## config.mk

```make
export PLATFORM = sky130hd
export DESIGN_NAME = host_rx_fifo
export DESIGN_NICKNAME = d
export VERILOG_FILES = /design/src/rtl/rxq_pkg.sv /design/src/rtl/rxq_store.sv /design/src/rtl/rxq_flag.sv /design/src/rtl/host_rx_fifo.sv
export SDC_FILE = /design/constraint.sdc
export NUM_CORES = 1
export LEC_CHECK = 0
export ABC_AREA = 1
export BUFFER_PORTS_ARGS = -buffer_cell sky130_fd_sc_hd__buf_4
export CORE_MARGIN = 2
export CORE_UTILIZATION = 35
export CTS_BUF_LIST = sky130_fd_sc_hd__clkbuf_16
export CTS_CLUSTER_SIZE = 40
export DETAILED_ROUTE_END_ITERATION = 6
export SYNTH_ARGS = -nofsm -noshare
export SYNTH_HDL_FRONTEND = slang
export SYNTH_HIERARCHICAL = 1
export SYNTH_SLANG_ARGS = --single-unit
```

## constraint.sdc

```tcl
create_clock -name clk -period 3.8 [get_ports clk]
set_input_delay 0.76 -clock clk [delete_from_list [all_inputs] [get_ports clk]]
set_output_delay 0.76 -clock clk [all_outputs]
set_load 0.05 [all_outputs]
```

## src/rtl/rxq_pkg.sv

```systemverilog
package rxq_pkg;

    typedef enum logic {
        TAG_SLAVE  = 1'b0,
        TAG_MASTER = 1'b1
    } rx_tag_e;

    // advance a ring index that wraps at an arbitrary depth
    function automatic int unsigned ring_next(int unsigned idx, int unsigned depth);
        return (idx + 1 == depth) ? 0 : idx + 1;
    endfunction

endpackage

```

## src/rtl/rxq_store.sv

```systemverilog
module rxq_store
    import rxq_pkg::*;
#(
    parameter int DATA_W = 24,
    parameter int DEPTH  = 6
) (
    input  logic              clk,
    input  logic              clr,
    input  logic              push,
    input  logic [DATA_W-1:0] push_data,
    input  rx_tag_e           push_tag,
    input  logic              pop,
    output logic [DATA_W-1:0] head_data,
    output rx_tag_e           head_tag,
    output logic              empty,
    output logic              push_drop
);
    localparam int PTR_W = (DEPTH > 1) ? $clog2(DEPTH) : 1;
    localparam int CNT_W = $clog2(DEPTH + 1);

    logic [DATA_W-1:0] mem_data [DEPTH];
    rx_tag_e           mem_tag  [DEPTH];
    logic [PTR_W-1:0]  wr_ptr, rd_ptr;
    logic [CNT_W-1:0]  level;
    logic              full, do_pop, do_push;

    assign empty     = (level == '0);
    assign full      = (level == CNT_W'(DEPTH));
    assign do_pop    = pop && !empty;
    assign do_push   = push && (!full || do_pop);
    assign push_drop = push && full && !do_pop;
    assign head_data = mem_data[rd_ptr];
    assign head_tag  = mem_tag[rd_ptr];

    always_ff @(posedge clk) begin
        if (clr) begin
            wr_ptr <= '0;
            rd_ptr <= '0;
            level  <= '0;
            for (int i = 0; i < DEPTH; i++) begin
                mem_tag[i]  <= TAG_SLAVE;
                mem_data[i] <= '0;
            end
        end else begin
            if (do_push) begin
                mem_data[wr_ptr] <= push_data;
                mem_tag[wr_ptr]  <= push_tag;
                wr_ptr <= PTR_W'(ring_next(32'(wr_ptr), DEPTH));
            end
            if (do_pop)
                rd_ptr <= PTR_W'(ring_next(32'(rd_ptr), DEPTH));
            case ({do_push, do_pop})
                2'b10:   level <= level + 1'b1;
                2'b01:   level <= level - 1'b1;
                default: level <= level;
            endcase
        end
    end

    AST_LEVEL_BOUND: assert property (@(posedge clk) disable iff (clr)
        level <= CNT_W'(DEPTH)) else $error("level above depth");
    AST_PUSH_FILLS: assert property (@(posedge clk) disable iff (clr)
        (push && empty && !pop) |=> !empty) else $error("push lost");
    AST_LAST_POP_EMPTIES: assert property (@(posedge clk) disable iff (clr)
        (pop && level == CNT_W'(1) && !push) |=> empty) else $error("not emptied");
    AST_FULL_DROP_HOLDS: assert property (@(posedge clk) disable iff (clr)
        (push_drop) |=> $stable(wr_ptr) && $stable(rd_ptr)) else $error("drop moved pointers");
    AST_EMPTY_POP_HOLDS: assert property (@(posedge clk) disable iff (clr)
        (pop && empty && !push) |=> empty && $stable(rd_ptr)) else $error("empty pop moved");
    AST_FULL_SWAP: assert property (@(posedge clk) disable iff (clr)
        (push && pop && full) |=> full) else $error("swap on full lost a word");

endmodule

```

## src/rtl/rxq_flag.sv

```systemverilog
module rxq_flag
    import rxq_pkg::*;
(
    input  logic    clk,
    input  logic    clr,
    input  logic    empty,
    input  rx_tag_e head_tag,
    input  logic    irq_en,
    input  logic    dma_en,
    output logic    rx_req,
    output logic    rx_irq,
    output logic    rx_dma
);
    // request only for slave data sitting at the head
    assign rx_req = !empty && (head_tag == TAG_SLAVE);
    assign rx_irq = rx_req && irq_en;
    assign rx_dma = rx_req && dma_en;

    AST_REQ_AFTER_CLEAR: assert property (@(posedge clk)
        clr |=> !rx_req) else $error("request after reset");
    AST_REQ_NONEMPTY: assert property (@(posedge clk) disable iff (clr)
        rx_req |-> !empty) else $error("request with empty queue");
    AST_IRQ_GATED: assert property (@(posedge clk) disable iff (clr)
        rx_irq |-> (irq_en && !empty)) else $error("irq ungated");
    AST_DMA_GATED: assert property (@(posedge clk) disable iff (clr)
        rx_dma |-> (dma_en && !empty)) else $error("dma ungated");

endmodule

```

## src/rtl/host_rx_fifo.sv

```systemverilog
module host_rx_fifo
    import rxq_pkg::*;
#(
    parameter int DATA_W = 24,
    parameter int DEPTH  = 6
) (
    input  logic              clk,
    input  logic              rst,
    input  logic              soft_rst,
    input  logic              host_wr,
    input  logic [DATA_W-1:0] host_data,
    input  logic              host_master,
    input  logic              core_rd,
    output logic [DATA_W-1:0] core_data,
    input  logic              irq_en,
    input  logic              dma_en,
    output logic              rx_req,
    output logic              rx_irq,
    output logic              rx_dma,
    output logic              overflow
);
    logic              clr, empty, push_drop;
    logic [DATA_W-1:0] head_data;
    rx_tag_e           head_tag, in_tag;

    assign clr    = rst || soft_rst;
    assign in_tag = host_master ? TAG_MASTER : TAG_SLAVE;

    rxq_store #(.DATA_W(DATA_W), .DEPTH(DEPTH)) u_store (
        .clk       (clk),
        .clr       (clr),
        .push      (host_wr),
        .push_data (host_data),
        .push_tag  (in_tag),
        .pop       (core_rd),
        .head_data (head_data),
        .head_tag  (head_tag),
        .empty     (empty),
        .push_drop (push_drop)
    );

    rxq_flag u_flag (
        .clk      (clk),
        .clr      (clr),
        .empty    (empty),
        .head_tag (head_tag),
        .irq_en   (irq_en),
        .dma_en   (dma_en),
        .rx_req   (rx_req),
        .rx_irq   (rx_irq),
        .rx_dma   (rx_dma)
    );

    assign core_data = empty ? '0 : head_data;

    always_ff @(posedge clk) begin
        if (clr) overflow <= 1'b0;
        else     overflow <= overflow || push_drop;
    end

    AST_OVF_STICKY: assert property (@(posedge clk) disable iff (clr)
        overflow |=> overflow) else $error("overflow not sticky");
    AST_RESET_QUIET: assert property (@(posedge clk)
        clr |=> !overflow && !rx_irq && !rx_dma && core_data == '0) else $error("reset state");

endmodule

```

# == Word level (Yosys, flattened, before mapping) ==
# Memories as Yosys holds them, arrays and structs flattened. A register that Yosys moved wholly into a read port is not among the register bits.
# Cells that the tools add are included.
# op_classes
n_addsub,4
eq_ne,5
mux,20
n_bitwise,1
n_reduce_logical,17
# ops
cell,count
$mux W24,2
$mux W3,8
$reduce_or A24 Y1,1
$mux W1,9
$add A3 B1 Y4 const B,2
$eq A4 B3 Y1 const B,2
$logic_and A1 B1 Y1,7
$pmux W3 S2,1
$add A3 B1 Y3 const B,1
$eq A3 B3 Y1 const B,1
$logic_not A1 Y1,3
$logic_not A3 Y1,1
$logic_or A1 B1 Y1,3
$sub A3 B1 Y3 const B,1
$eq A2 B1 Y1 const B,1
$eq A2 B2 Y1 const B,1
$reduce_bool A2 Y1,1
$not A1 Y1,1
$reduce_or A1 Y1,1
# totals
ff_bits,10
ramBits,150
input_bits,32
out_inout_bits,28
elab_cells,53
n_memories,2
# mem_list
memory,depth,width,rd,rd_ports_with_merged_regs,wr,line,text
u_store.mem_data,6,24,1,1,6,rxq_store.sv:21,logic [DATA_W-1:0] mem_data [DEPTH];
u_store.mem_tag,6,1,1,1,6,rxq_store.sv:22,rx_tag_e mem_tag [DEPTH];

# == Logic depth before layout (Yosys ltp) ==
# logic_depth
ltp_word,10
depth_mapped,12
mapped_depth_nobuf,12

# == Modules after synthesis ==
# Netlist, hierarchy kept.
# by_module_without_submodules
module,n_inst,cells_per_inst,area_each_um2,seq_area_each_um2
rxq_store,1,860,9185.1,6246.0
host_rx_fifo,1,56,241.5,20.0
rxq_flag,1,8,32.5,0.0

# == Least setup slack after synthesis ==
# Ideal clock, no wire load.
# synth_timing
path_type,input to register
startpoint,input rst
endpoint,"memory u_store.mem_data[6][0], enable pin"
setup_time_ps,407
t_arrival_ps,2471
t_required_ps,3393
setup_slack_ps,922
cell_stages,7
path_buffers,0
cell_sequence,inv_1 > nand2_1 > inv_1 > nand3_4 > nor2_4 > nand2_1 > nor2_1
# synth_lines
item,line,text
from (decl),host_rx_fifo.sv:8,"input logic rst,"
to (decl),rxq_store.sv:21,

==> impl_metrics.json <==
{
  "portBuffers": 59,
  "nets": 1019,
  "finalHoldViolCount": 0,
  "synth_area_um2": 9459,
  "ir_worst_vdd_uv": 277.7,
  "synth_edf_count": 200,
  "cts_made_buffers": 23,
  "fmax_mhz": 303.4,
  "routedWlPerCell_um": 17.25,
  "cts.clk_slew.worst_paths_ps": 60,
  "cp.required_ps": 3040,
  "cts_root_buf": "clkbuf_16",
  "overflow": 0,
  "finalCriticalPeriod_ps": 3296,
  "core_um2": 26730,
  "ys.flop_type": "edfxtp_1",
  "via_count": 6648,
  "cp.arrival_ps": 2540,
  "post_cts_resize_count": 0,
  "ys_types": 25,
  "yosys_warnings": 6,
  "async_flop_share_pct": 0,
  "dieArea_um2": 28360,
  "netlist.area_leader.share_pct": 63.49,
  "setup-violations-final": 0,
  "worstPathMaxFanout": 32,
  "cts_tree": "built",
  "io-pin-count": 60,
  "grt_pass1_vias": 6773,
  "rsz0062_at_grt": "no",
  "hold_class": "flip-flop to flip-flop",
  "grt_max_degree": 101,
  "fp.dieH_um": 168.4,
  "drc": 0,
  "detail_route.vias_per_cell": 4.972,
  "drt-total-wl_um": 23070,
  "totalNegativeSetupSlack_ps": 0,
  "yosys.area.top_type": "edfxtp_1",
  "preCtsSetupSlack_ps": 768.1,
  "grt_pass1_wl_um": 36650,
  "ant_nets": 0,
  "post-synth-top-count-cell": "nor2_1",
  "dp.final_hpwl_um": 13570,
  "postCtsSetupRepairBufs": 0,
  "n_antenna_cell": 0,
  "p_per_area_nw_per_um2": 467.0,
  "rows": 60,
  "max_slew_margin_pct": 30.08,
  "die_w_um": 168.4,
  "synthTopCellsByArea": "edfxtp_1 (63%), nor2_1 (11%), o21ai_0 (5.6%)",
  "finalClockSkew_ps": 8.133,
  "clock_path_buffers": 3,
  "drt_iter0_markers": 417,
  "drv_slew": 0,
  "synth_nets": 962,
  "synth_seq_area_share_pct": 66.24,
  "cpPeakStageDelay_ps": 440,
  "cp-end-kind": "primary output",
  "path_buf_inv": 4,
  "clock-sinks": 213,
  "hold_buffers": 0,
  "clk_latency_ps": 500,
  "critical_path_class": "flip-flop to primary output",
  "netlist_instances": 924,
  "slowest_stage": "inv_2",
  "drive_gt1_share_pct": 13.55,
  "worst_pin_slew_ps": 1048,
  "htreeDepth": 1,
  "leakagePower_uw": 0.004325,
  "finalCritPeriodShare_pct": 86.74,
  "max-cap-violations": 0,
  "worst_slack_ps": 503.9,
  "ys_top_cells_by_count": "nor2_1 (269), edfxtp_1 (200), nand2_1 (124)",
  "place.gp.congestion": 0.7830,
  "area_growth_pct": 16.26,
  "cp_top_family": "buffers and inverters",
  "syn_avg_cell_area_um2": 10.24,
  "path_cells": "inv_2, buf_4, o21ai_0, o22ai_1, nand2_1, nand2_1, inv_1, nor2_1, buf_4",
  "outcome": "completed",
  "drtPass1Iterations": 5,
  "start_kind": "flip-flop",
  "antenna_found_initial": 0,
  "start_util_pct": 35.39,
  "synth_seq_cells": 213,
  "grt.total_usage_pct": 16.49
}
worst min-delay path: stages (launching register included):
cell	delay, ps
dfxtp_1	310
nor2_1	90
nor2_1	50
state kept, by name (all words and copies together), names as in the netlist, named ones only:
| name | cells |
|---|---|
| u_store/mem_data | 192 |
| u_store/wr_ptr | 3 |
| overflow | 1 |
| u_store/rd_ptr | 3 |
| u_store/mem_tag | 8 |
| u_store/level | 3 |
final cells by class:
cell class | count | area (um2)
fill | 2602 | 15730
multi-input combinational | 580 | 2624
clock inverter | 17 | 130.1
sequential | 213 | 6267
clock buffer | 23 | 575.6
inverter | 80 | 300.3
timing repair buffer | 83 | 673.1
tap | 341 | 426.7
worst paths after layout:
check / start / end / slack (ps) / cells after the start
hold reg to reg: overflow$_SDFF_PP0_ / overflow$_SDFF_PP0_ / 500 / 2
hold / removal: overflow$_SDFF_PP0_ / overflow$_SDFF_PP0_ / 500 / 2
setup reg to reg: u_store/wr_ptr[0]$_SDFFE_PP0P_ / u_store/mem_data[1][20]$_SDFFCE_PN0P_ / 1620 / 5
setup / recovery: flip-flop / core_data[12] / 500 / 9
per-stage QoR:
stage | instance area, um2 | util, % | total power, uW | instances | hold WS, ps
2_1_floorplan | 9459 | - | 2954 | 924 | 458.8
3_3_place_gp | 10290 | 38.51 | 3090 | 1297 | 477.6
3_5_place_dp | 10290 | 38.51 | 3095 | 1297 | 495.4
4_1_cts | 11000 | 41.15 | 5189 | 1337 | 511.2
5_1_grt | 11000 | 41.15 | 5325 | 1337 | 542.6
6_report | 11000 | 41.15 | 5136 | 1337 | 500.8
report_power, final:
part	internal (uW)	total, uW	switching, uW
Clock	1230	2100	865
Sequential	2650	2670	22.6
Combinational	111	372	261
Total	3990	5140	1150
metal layers:
layer  track usage (%)  vias to the layer above  part of all wire, %
met5                 0                        -                    0
met4             4.648                        0                  2.4
met3             2.398                       40                  4.4
met2             28.90                      154                   49
met1             21.33                     3242                   44
li1                  -                     3212                    -
cells in the final DEF, fill, tap and decap left out, types with 3 or more instances in the layout:
master	n
nor2_1	266
edfxtp_1	200
nand2_1	124
o21ai_0	106
buf_4	79
inv_1	78
o22ai_1	50
clkbuf_16	23
dfxtp_1	12
clkinv_1	6
clkinv_2	5
nand3_1	5
a21oi_1	5
ha_1	5
inv_2	4
buf_12	4
nand2_2	3
nand3_4	3
nor2_2	3
cells by family (layout without fill, tap and decap cells):
kind of cell / count (synthesis) / in the layout / synth area share (%)
AO/OA/AOI/OAI: 162 / 162 / 9.339
XOR/XNOR: 1 / 1 / 0.09261
adder cells (fa/ha/maj): 6 / 6 / 0.8730
buffers and inverters: 131 / 203 / 6.098
flip-flops: 213 / 213 / 66.24
AND/OR/NAND/NOR: 411 / 411 / 17.35
No activity file was read; power rests on OpenSTA's default activity.
